$ cat src/rtl/psram_pkg.sv
package psram_pkg;

    typedef enum logic [2:0] {
        ST_INIT,
        ST_IDLE,
        ST_SETUP,
        ST_ACTIVE,
        ST_PRE,
        ST_RF_PULSE,
        ST_RF_PRE
    } seq_st_e;

    typedef enum logic [1:0] {
        OP_READ,
        OP_WRITE,
        OP_RMW,
        OP_DUMMY
    } acc_op_e;

    typedef struct packed {
        logic ce_n;
        logic oe_n;
        logic we_n;
        logic rfsh_n;
        logic dq_oe;
    } strobe_t;

endpackage

$ cat src/rtl/psram_refresh_sched.sv
module psram_refresh_sched #(
    parameter int REF_INTERVAL = 3900
) (
    input  logic clk,
    input  logic rst_n,
    input  logic en,
    input  logic ack,
    output logic pending
);

    localparam int RW = (REF_INTERVAL > 1) ? $clog2(REF_INTERVAL) : 1;

    typedef struct packed {
        logic [RW-1:0] cnt;
        logic          pending;
    } sched_t;

    sched_t s_d, s_q;
    logic   tick;

    always_comb begin
        s_d  = s_q;
        tick = en && (s_q.cnt == RW'(REF_INTERVAL - 1));
        if (!en) begin
            s_d.cnt = '0;
        end else if (tick) begin
            s_d.cnt = '0;
        end else begin
            s_d.cnt = s_q.cnt + 1'b1;
        end
        if (tick) begin
            s_d.pending = 1'b1;
        end else if (ack) begin
            s_d.pending = 1'b0;
        end
    end

    always_ff @(posedge clk) begin
        if (!rst_n) begin
            s_q <= '0;
        end else begin
            s_q <= s_d;
        end
    end

    assign pending = s_q.pending;

    AST_NO_OVERFLOW: assert property (@(posedge clk) disable iff (!rst_n)
        (s_q.pending && !ack) |-> !tick);
    AST_ACK_ONLY_PENDING: assert property (@(posedge clk) disable iff (!rst_n)
        ack |-> s_q.pending);

endmodule

$ cat src/rtl/psram_seq.sv
module psram_seq
    import psram_pkg::*;
#(
    parameter int ADDR_W    = 17,
    parameter int DATA_W    = 8,
    parameter int INIT_CYC  = 25000,
    parameter int DUMMY_CNT = 8,
    parameter int T_AS      = 1,
    parameter int T_CE      = 15,
    parameter int T_P       = 10,
    parameter int T_FAP     = 8,
    parameter int T_FP      = 8,
    parameter int T_FC      = 25,
    parameter int T_RMW     = 42
) (
    input  logic              clk,
    input  logic              rst_n,
    input  logic              req_valid,
    input  logic [1:0]        req_op,
    input  logic [ADDR_W-1:0] req_addr,
    input  logic [DATA_W-1:0] req_wdata,
    output logic              ready,
    output logic              rsp_valid,
    output logic [DATA_W-1:0] rsp_rdata,
    input  logic              ref_pending,
    output logic              ref_ack,
    output logic              init_done,
    output logic [ADDR_W-1:0] mem_addr,
    output logic [DATA_W-1:0] mem_dq_out,
    output logic              mem_dq_oe,
    input  logic [DATA_W-1:0] mem_dq_in,
    output logic              mem_ce_n,
    output logic              mem_oe_n,
    output logic              mem_we_n,
    output logic              mem_rfsh_n
);

    function automatic int max2(input int a, input int b);
        return (a > b) ? a : b;
    endfunction

    localparam int RMW_WR     = T_RMW - T_CE;
    localparam int RF_PRE_CYC = max2(T_FP, T_FC - T_FAP);
    localparam int CNT_MAX    = max2(max2(INIT_CYC, T_RMW), max2(RF_PRE_CYC, max2(T_P, T_FAP)));
    localparam int CW         = $clog2(CNT_MAX + 1);
    localparam int DW         = (DUMMY_CNT > 1) ? $clog2(DUMMY_CNT + 1) : 1;

    typedef struct packed {
        seq_st_e           st;
        logic              wr_ph;
        acc_op_e           op;
        logic [CW-1:0]     cnt;
        logic [DW-1:0]     dummy;
        logic              init_done;
        logic [ADDR_W-1:0] addr;
        logic [DATA_W-1:0] wdata;
        logic [DATA_W-1:0] rdata;
        logic              rsp_valid;
    } seq_t;

    seq_t    s_d, s_q;
    strobe_t strb_d, strb_q;

    // Strobe levels that belong to a given sequencer state.
    function automatic strobe_t decode(input seq_t s);
        strobe_t o;
        logic    act, wr, gap;
        act      = (s.st == ST_ACTIVE);
        wr       = act && s.wr_ph;
        gap      = (s.op == OP_RMW) && (s.cnt == CW'(RMW_WR - 1));
        o.ce_n   = !act;
        o.rfsh_n = (s.st != ST_RF_PULSE);
        o.oe_n   = !(act && !s.wr_ph && (s.op != OP_DUMMY));
        o.dq_oe  = wr && !gap;
        o.we_n   = !(wr && !gap && (s.cnt != '0));
        return o;
    endfunction

    assign ready = s_q.init_done && (s_q.st == ST_IDLE) && !ref_pending;

    always_comb begin
        s_d           = s_q;
        s_d.rsp_valid = 1'b0;
        ref_ack       = 1'b0;
        case (s_q.st)
            ST_INIT: begin
                if (s_q.cnt == '0) begin
                    s_d.st    = ST_SETUP;
                    s_d.op    = OP_DUMMY;
                    s_d.addr  = '0;
                    s_d.cnt   = CW'(T_AS - 1);
                    s_d.dummy = DW'(DUMMY_CNT - 1);
                end else begin
                    s_d.cnt = s_q.cnt - 1'b1;
                end
            end
            ST_IDLE: begin
                if (ref_pending) begin
                    ref_ack = 1'b1;
                    s_d.st  = ST_RF_PULSE;
                    s_d.cnt = CW'(T_FAP - 1);
                end else if (req_valid && s_q.init_done) begin
                    case (req_op)
                        2'b00:   s_d.op = OP_READ;
                        2'b01:   s_d.op = OP_WRITE;
                        default: s_d.op = OP_RMW;
                    endcase
                    s_d.addr  = req_addr;
                    s_d.wdata = req_wdata;
                    s_d.st    = ST_SETUP;
                    s_d.cnt   = CW'(T_AS - 1);
                end
            end
            ST_SETUP: begin
                if (s_q.cnt == '0) begin
                    s_d.st    = ST_ACTIVE;
                    s_d.wr_ph = (s_q.op == OP_WRITE);
                    s_d.cnt   = CW'(T_CE - 1);
                end else begin
                    s_d.cnt = s_q.cnt - 1'b1;
                end
            end
            ST_ACTIVE: begin
                if (s_q.cnt != '0) begin
                    s_d.cnt = s_q.cnt - 1'b1;
                end else if (!s_q.wr_ph) begin
                    if (s_q.op != OP_DUMMY) begin
                        s_d.rdata     = mem_dq_in;
                        s_d.rsp_valid = 1'b1;
                    end
                    if (s_q.op == OP_RMW) begin
                        s_d.wr_ph = 1'b1;
                        s_d.cnt   = CW'(RMW_WR - 1);
                    end else begin
                        s_d.st  = ST_PRE;
                        s_d.cnt = CW'(T_P - 1);
                    end
                end else begin
                    s_d.st  = ST_PRE;
                    s_d.cnt = CW'(T_P - 1);
                end
            end
            ST_PRE: begin
                if (s_q.cnt != '0) begin
                    s_d.cnt = s_q.cnt - 1'b1;
                end else if ((s_q.op == OP_DUMMY) && (s_q.dummy != '0)) begin
                    s_d.dummy = s_q.dummy - 1'b1;
                    s_d.st    = ST_SETUP;
                    s_d.cnt   = CW'(T_AS - 1);
                end else begin
                    if (s_q.op == OP_DUMMY) begin
                        s_d.init_done = 1'b1;
                    end
                    s_d.st = ST_IDLE;
                end
            end
            ST_RF_PULSE: begin
                if (s_q.cnt == '0) begin
                    s_d.st  = ST_RF_PRE;
                    s_d.cnt = CW'(RF_PRE_CYC - 1);
                end else begin
                    s_d.cnt = s_q.cnt - 1'b1;
                end
            end
            ST_RF_PRE: begin
                if (s_q.cnt == '0) begin
                    s_d.st = ST_IDLE;
                end else begin
                    s_d.cnt = s_q.cnt - 1'b1;
                end
            end
            default: s_d.st = ST_IDLE;
        endcase
        strb_d = decode(s_d);
    end

    always_ff @(posedge clk) begin
        if (!rst_n) begin
            s_q        <= '0;
            s_q.st     <= ST_INIT;
            s_q.cnt    <= CW'(INIT_CYC - 1);
            strb_q     <= '{ce_n: 1'b1, oe_n: 1'b1, we_n: 1'b1, rfsh_n: 1'b1, dq_oe: 1'b0};
        end else begin
            s_q    <= s_d;
            strb_q <= strb_d;
        end
    end

    assign init_done  = s_q.init_done;
    assign rsp_valid  = s_q.rsp_valid;
    assign rsp_rdata  = s_q.rdata;
    assign mem_addr   = s_q.addr;
    assign mem_dq_out = s_q.wdata;
    assign mem_dq_oe  = strb_q.dq_oe;
    assign mem_ce_n   = strb_q.ce_n;
    assign mem_oe_n   = strb_q.oe_n;
    assign mem_we_n   = strb_q.we_n;
    assign mem_rfsh_n = strb_q.rfsh_n;

    // Checking aid: cycles the chip enable has held its present level.
    logic [15:0] ce_run;
    always_ff @(posedge clk) begin
        if (!rst_n) begin
            ce_run <= '0;
        end else if (strb_d.ce_n != strb_q.ce_n) begin
            ce_run <= 16'd1;
        end else if (ce_run != 16'hFFFF) begin
            ce_run <= ce_run + 16'd1;
        end
    end

    AST_CE_LOW_MIN: assert property (@(posedge clk) disable iff (!rst_n)
        (!strb_q.ce_n && strb_d.ce_n) |-> (ce_run >= 16'(T_CE)));
    AST_CE_PRECHARGE: assert property (@(posedge clk) disable iff (!rst_n)
        (strb_q.ce_n && !strb_d.ce_n) |-> (ce_run >= 16'(T_P)));
    AST_ADDR_STABLE: assert property (@(posedge clk) disable iff (!rst_n)
        !strb_q.ce_n |-> $stable(s_q.addr));
    AST_WE_DATA_HELD: assert property (@(posedge clk) disable iff (!rst_n)
        $rose(strb_q.we_n) |-> (strb_q.dq_oe && !strb_q.ce_n));
    AST_RFSH_DESELECTED: assert property (@(posedge clk) disable iff (!rst_n)
        !strb_q.rfsh_n |-> (strb_q.ce_n && $past(strb_q.ce_n)));
    AST_NO_ACCEPT_IN_REFRESH: assert property (@(posedge clk) disable iff (!rst_n)
        !strb_q.rfsh_n |-> !ready);
    AST_DQ_ONLY_WRITE: assert property (@(posedge clk) disable iff (!rst_n)
        strb_q.dq_oe |-> (strb_q.oe_n && !strb_q.ce_n));
    AST_RSP_AFTER_INIT: assert property (@(posedge clk) disable iff (!rst_n)
        s_q.rsp_valid |-> s_q.init_done);

endmodule

$ cat src/rtl/psram_ctrl.sv
module psram_ctrl #(
    parameter int ADDR_W       = 17,
    parameter int DATA_W       = 8,
    parameter int INIT_CYC     = 25000,
    parameter int DUMMY_CNT    = 8,
    parameter int REF_INTERVAL = 3900,
    parameter int T_AS         = 1,
    parameter int T_CE         = 15,
    parameter int T_P          = 10,
    parameter int T_FAP        = 8,
    parameter int T_FP         = 8,
    parameter int T_FC         = 25,
    parameter int T_RMW        = 42
) (
    input  logic              clk,
    input  logic              rst_n,
    input  logic              host_valid,
    output logic              host_ready,
    input  logic [1:0]        host_op,
    input  logic [ADDR_W-1:0] host_addr,
    input  logic [DATA_W-1:0] host_wdata,
    output logic              host_rvalid,
    output logic [DATA_W-1:0] host_rdata,
    output logic [ADDR_W-1:0] ram_addr,
    output logic [DATA_W-1:0] ram_dq_out,
    output logic              ram_dq_oe,
    input  logic [DATA_W-1:0] ram_dq_in,
    output logic              ram_ce_n,
    output logic              ram_oe_n,
    output logic              ram_we_n,
    output logic              ram_rfsh_n
);

    logic ref_pending;
    logic ref_ack;
    logic init_done;

    psram_refresh_sched #(
        .REF_INTERVAL(REF_INTERVAL)
    ) u_sched (
        .clk     (clk),
        .rst_n   (rst_n),
        .en      (init_done),
        .ack     (ref_ack),
        .pending (ref_pending)
    );

    psram_seq #(
        .ADDR_W    (ADDR_W),
        .DATA_W    (DATA_W),
        .INIT_CYC  (INIT_CYC),
        .DUMMY_CNT (DUMMY_CNT),
        .T_AS      (T_AS),
        .T_CE      (T_CE),
        .T_P       (T_P),
        .T_FAP     (T_FAP),
        .T_FP      (T_FP),
        .T_FC      (T_FC),
        .T_RMW     (T_RMW)
    ) u_seq (
        .clk         (clk),
        .rst_n       (rst_n),
        .req_valid   (host_valid),
        .req_op      (host_op),
        .req_addr    (host_addr),
        .req_wdata   (host_wdata),
        .ready       (host_ready),
        .rsp_valid   (host_rvalid),
        .rsp_rdata   (host_rdata),
        .ref_pending (ref_pending),
        .ref_ack     (ref_ack),
        .init_done   (init_done),
        .mem_addr    (ram_addr),
        .mem_dq_out  (ram_dq_out),
        .mem_dq_oe   (ram_dq_oe),
        .mem_dq_in   (ram_dq_in),
        .mem_ce_n    (ram_ce_n),
        .mem_oe_n    (ram_oe_n),
        .mem_we_n    (ram_we_n),
        .mem_rfsh_n  (ram_rfsh_n)
    );

endmodule

$ cat config.mk
export PLATFORM = sky130hd
export DESIGN_NAME = psram_ctrl
export DESIGN_NICKNAME = d
export VERILOG_FILES = /design/src/rtl/psram_pkg.sv /design/src/rtl/psram_refresh_sched.sv /design/src/rtl/psram_seq.sv /design/src/rtl/psram_ctrl.sv
export SDC_FILE = /design/constraint.sdc
export NUM_CORES = 1
export LEC_CHECK = 0
export ABC_AREA = 1
export BUFFER_PORTS_ARGS = -buffer_cell sky130_fd_sc_hd__buf_2
export CORE_MARGIN = 4
export CORE_UTILIZATION = 52
export CTS_CLUSTER_SIZE = 25
export DETAILED_ROUTE_END_ITERATION = 16
export GPL_ROUTABILITY_DRIVEN = 0
export PLACE_DENSITY = 0.72
export SETUP_SLACK_MARGIN = 0.15
export SLEW_MARGIN = 20
export SYNTH_ARGS = -nofsm -noshare
export SYNTH_HDL_FRONTEND = slang
export SYNTH_SLANG_ARGS = --single-unit
$ cat constraint.sdc
create_clock -name clk -period 3.6 [get_ports clk]
set_clock_uncertainty 0.2 [all_clocks]
set_input_delay 1.08 -clock clk [delete_from_list [all_inputs] [get_ports clk]]
set_output_delay 1.08 -clock clk [all_outputs]
set_load 0.03 [all_outputs]
==> Implementation_results.wiki <==
{| class="wikitable"
! Metric !! Value
|-
| Average via count per standard cell || 5.30
|-
| Total congestion overflow || 0
|-
| Mux cell area share after synthesis || 0%
|-
| Clock tree from TritonCTS || built
|-
| Simple-gate portion of the synthesized area || 37.1%
|-
| Top cell type's share of synthesized area || 35.3%
|-
| Clock network latency to the later pin of the worst-skew pair || 0.35 ns
|-
| Core box area || 8260 um^2
|-
| Drt first pass iters || 5
|-
| Most common cell type on the critical path || inv_1
|-
| Type of destination of the critical path || output pin
|-
| Count of pins on the block boundary || 78
|-
| CTS Buffer Depth || 2
|-
| Via count of the first global-routing pass || 4258
|-
| Type of the setup path with the least slack || flip-flop to output pin
|-
| Number of distinct library cell variants in the gate-level netlist after synthesis || 41
|-
| Critical path data required time || 2.32 ns
|-
| Clock sink total || 78
|-
| Number of max-cap violations || 0
|-
| Row count || 33
|-
| Fill cell count || 788
|-
| Number of buffers inserted by port buffering || 77
|-
| Final Routed Wirelength || 11200 um
|-
| Yosys reg bits || 78
|-
| Max rail drop VDD || 0.000271 V
|-
| Slew @ Worst Pin || 0.507 ns
|-
| Total global routing track utilization || 23.0%
|-
| Post-route fraction of the period consumed by the critical path || 83.2%
|-
| Final cell area excluding filler cells || 4850 um^2
|-
| Initial DRC count || 269
|-
| Most frequent standard cell in the layout excluding fill and tap cells || nand2_1
|-
| Clk root buf || clkbuf_8
|-
| EDFF count, synth || 0
|-
| Global-route wire length before repair || 18800 um
|-
| Proportion of synthesized chip area in sequential cells || 35.3%
|-
| Final Hold Viols || 0
|-
| Startpoint types || flip-flop
|-
| Post-synthesis net count || 710
|-
| Number of instances in the synthesized netlist || 666
|-
| Average cell area after synthesis || 6.64 um^2
|-
| Register-to-register setup slack || 0.74 ns
|-
| Half-perimeter wire length after detailed placement || 8430 um
|-
| Number of buffers created by CTS || 9
|-
| Count of antenna-violating nets left after detailed routing || 0
|-
| Post-layout total power || 1830 uW
|-
| Synth Area in Compound Gates || 11.3%
|-
| Number of buffers added to fix hold violations after cts || 0
|-
| Clock transition at the register clock pins on the worst setup and hold paths after CTS || 0.09 ns
|-
| Share of cells above drive strength 1 || 18.5%
|-
| Layout overhead on the synthesized area || 9.70%
|-
| Crit path DAT || 1.72 ns
|-
| Utilization after layout || 58.8%
|-
| Chip width || 100 um
|-
| Vertical die dimension || 100 um
|-
| Pwr Density || 376 nW/um^2
|-
| Area of the die || 10100 um^2
|-
| Sum of negative setup slack || 0 ns
|-
| Avg WL per Cell || 13.7 um
|-
| Path class of the lowest-slack min-delay path || flip-flop to flip-flop
|-
| Setup repair after global routing missed its margin || no
|-
| Result of the run || finished, final reports clean
|-
| Number of antenna violations at the first check in global routing || 0
|-
| Nets || 756
|-
| Top FF cell, synth || dfxtp_1
|-
| Critical-path cell list || inv_1 -> nand2_1 -> nor2_2 -> inv_1 -> nor3_1 -> buf_2
|-
| Post-route minimum period || 3.00 ns
|-
| Cell type contributing the most total cell area after synthesis || dfxtp_1
|-
| Vias after detailed routing || 4360
|-
| Area of the mapped netlist || 4430 um^2
|-
| Footprint of the multi-input gates || 2260 um^2
|-
| Slowest cell on the critical path || dfxtp_1
|-
| Yosys warning count || 0
|-
| Commonest non-fill, non-tap cells in the layout || nand2_1, nor2_1, dfxtp_1
|-
| Sequential Area || 1560 um^2
|-
| Pin count of the biggest net entering global routing || 32
|-
| Leakage power total || 0.00237 uW
|-
| Area of placed instances || 4660 um^2
|-
| Final-report max-slew violation count || 0
|-
| Largest cells by area after synthesis || dfxtp_1, nand2_1, nor2_1, inv_1, buf_4
|-
| Maximum cell stage delay along the critical path || 0.36 ns
|-
| Post CTS Setup Buffer Count || 0
|-
| Worst Hold Slack || 0.267 ns
|-
| Adder and majority gate portion of the synthesized area || 1.70%
|-
| H-tree levels || 3
|-
| Combinational family with the most area after synthesis || simple AND/OR/NAND/NOR gates
|-
| Area share of xor/xnor cells in the synthesized design || 0.990%
|-
| Antenna diode instance count || 0
|-
| Max_slew headroom || 66.1%
|-
| Largest driver fanout on the critical path || 6
|-
| Initial standard-cell utilization of the core || 53.6%
|-
| Number of setup violations in the final report || 0
|-
| Fraction of synthesis flops using an asynchronous set or reset pin || 0%
|-
| DRC errors left || 0
|-
| Maximum achievable frequency || 334 MHz
|-
| Cts repair resizes || 0
|}
-- kinds of logic (layout without fill, tap and decap cells) --
logic type | count (synthesis) | in the layout
adders and majority gates | 6 | 6
DFF | 78 | 78
buffers and inverters | 124 | 175
AOI/OAI and AO/OA | 83 | 83
and+or+nand+nor | 370 | 370
xor gates and xnor gates | 5 | 5
-- power breakdown --
| group | internal [uW] | switching, uW |
|---|---|---|
| Sequential | 880 | 23.3 |
| Combinational | 87.5 | 163 |
| Clock | 327 | 347 |
| Total | 1290 | 533 |
-- worst paths after layout --
path | depth (start not counted) | endpoint | startpoint
max | 6 | host_ready | u_seq.s_q[59]
min | 1 | u_sched.s_q[11] | u_sched.s_q[11]
max reg2reg | 20 | u_seq.mem_we_n | u_seq.s_q[39]
min reg2reg | 1 | u_sched.s_q[11] | u_sched.s_q[11]
-- registers in the layout, summed over array words and instances (netlist names) --
signal,count
u_seq.mem_dq_out,8
u_seq.mem_oe_n,1
u_seq.s_q,25
u_sched.pending,1
u_seq.mem_ce_n,1
u_seq.mem_addr,17
u_sched.s_q,12
u_seq.mem_rfsh_n,1
u_seq.mem_dq_oe,1
u_seq.init_done,1
u_seq.rsp_valid,1
u_seq.rsp_rdata,8
u_seq.mem_we_n,1
-- worst max-delay path: cells and delay by family (launching register included) --
family / cells / cell delay, ns
buf+inv: 3 / 0.53
simple gates: 3 / 0.47
flops: 1 / 0.36
-- per-stage QoR --
| step | worst slack [ns] | instances |
|---|---|---|
| after CTS | 0.587 | 822 |
| final | 0.605 | 822 |
| after floorplan | 0.864 | 666 |
| after global placement | 0.900 | 806 |
| after detailed placement | 0.782 | 806 |
| after global routing | 0.444 | 822 |
-- synth_stat cells, types with 6 or more instances --
cell,number
inv_2,8
nor2_2,12
nor3_1,10
nand4_1,8
o21ai_0,24
nand2_1,164
a21oi_1,27
clkbuf_1,9
nand3_1,42
buf_4,33
ha_1,6
nor2_1,109
inv_1,70
dfxtp_1,78
a22oi_1,15
-- metal layers --
metal	part of all wire (%)	track usage [%]	up-vias
met5	0	0	-
met4	4.3	13.2	0
met3	7.5	5.77	41
met2	46	37.0	192
met1	42	27.9	1929
li1	-	-	2198
-- cell type report --
cell class / instances / area share [%]
repair buffers: 80 / 8.40
flip-flops and latches: 78 / 32.2
clock buffers: 10 / 2.63
inverters: 79 / 6.11
multi-input cells: 464 / 46.5
clock inverters: 6 / 1.47
well taps: 105 / 2.71
Note: power is estimated with default switching activity, not from simulation.
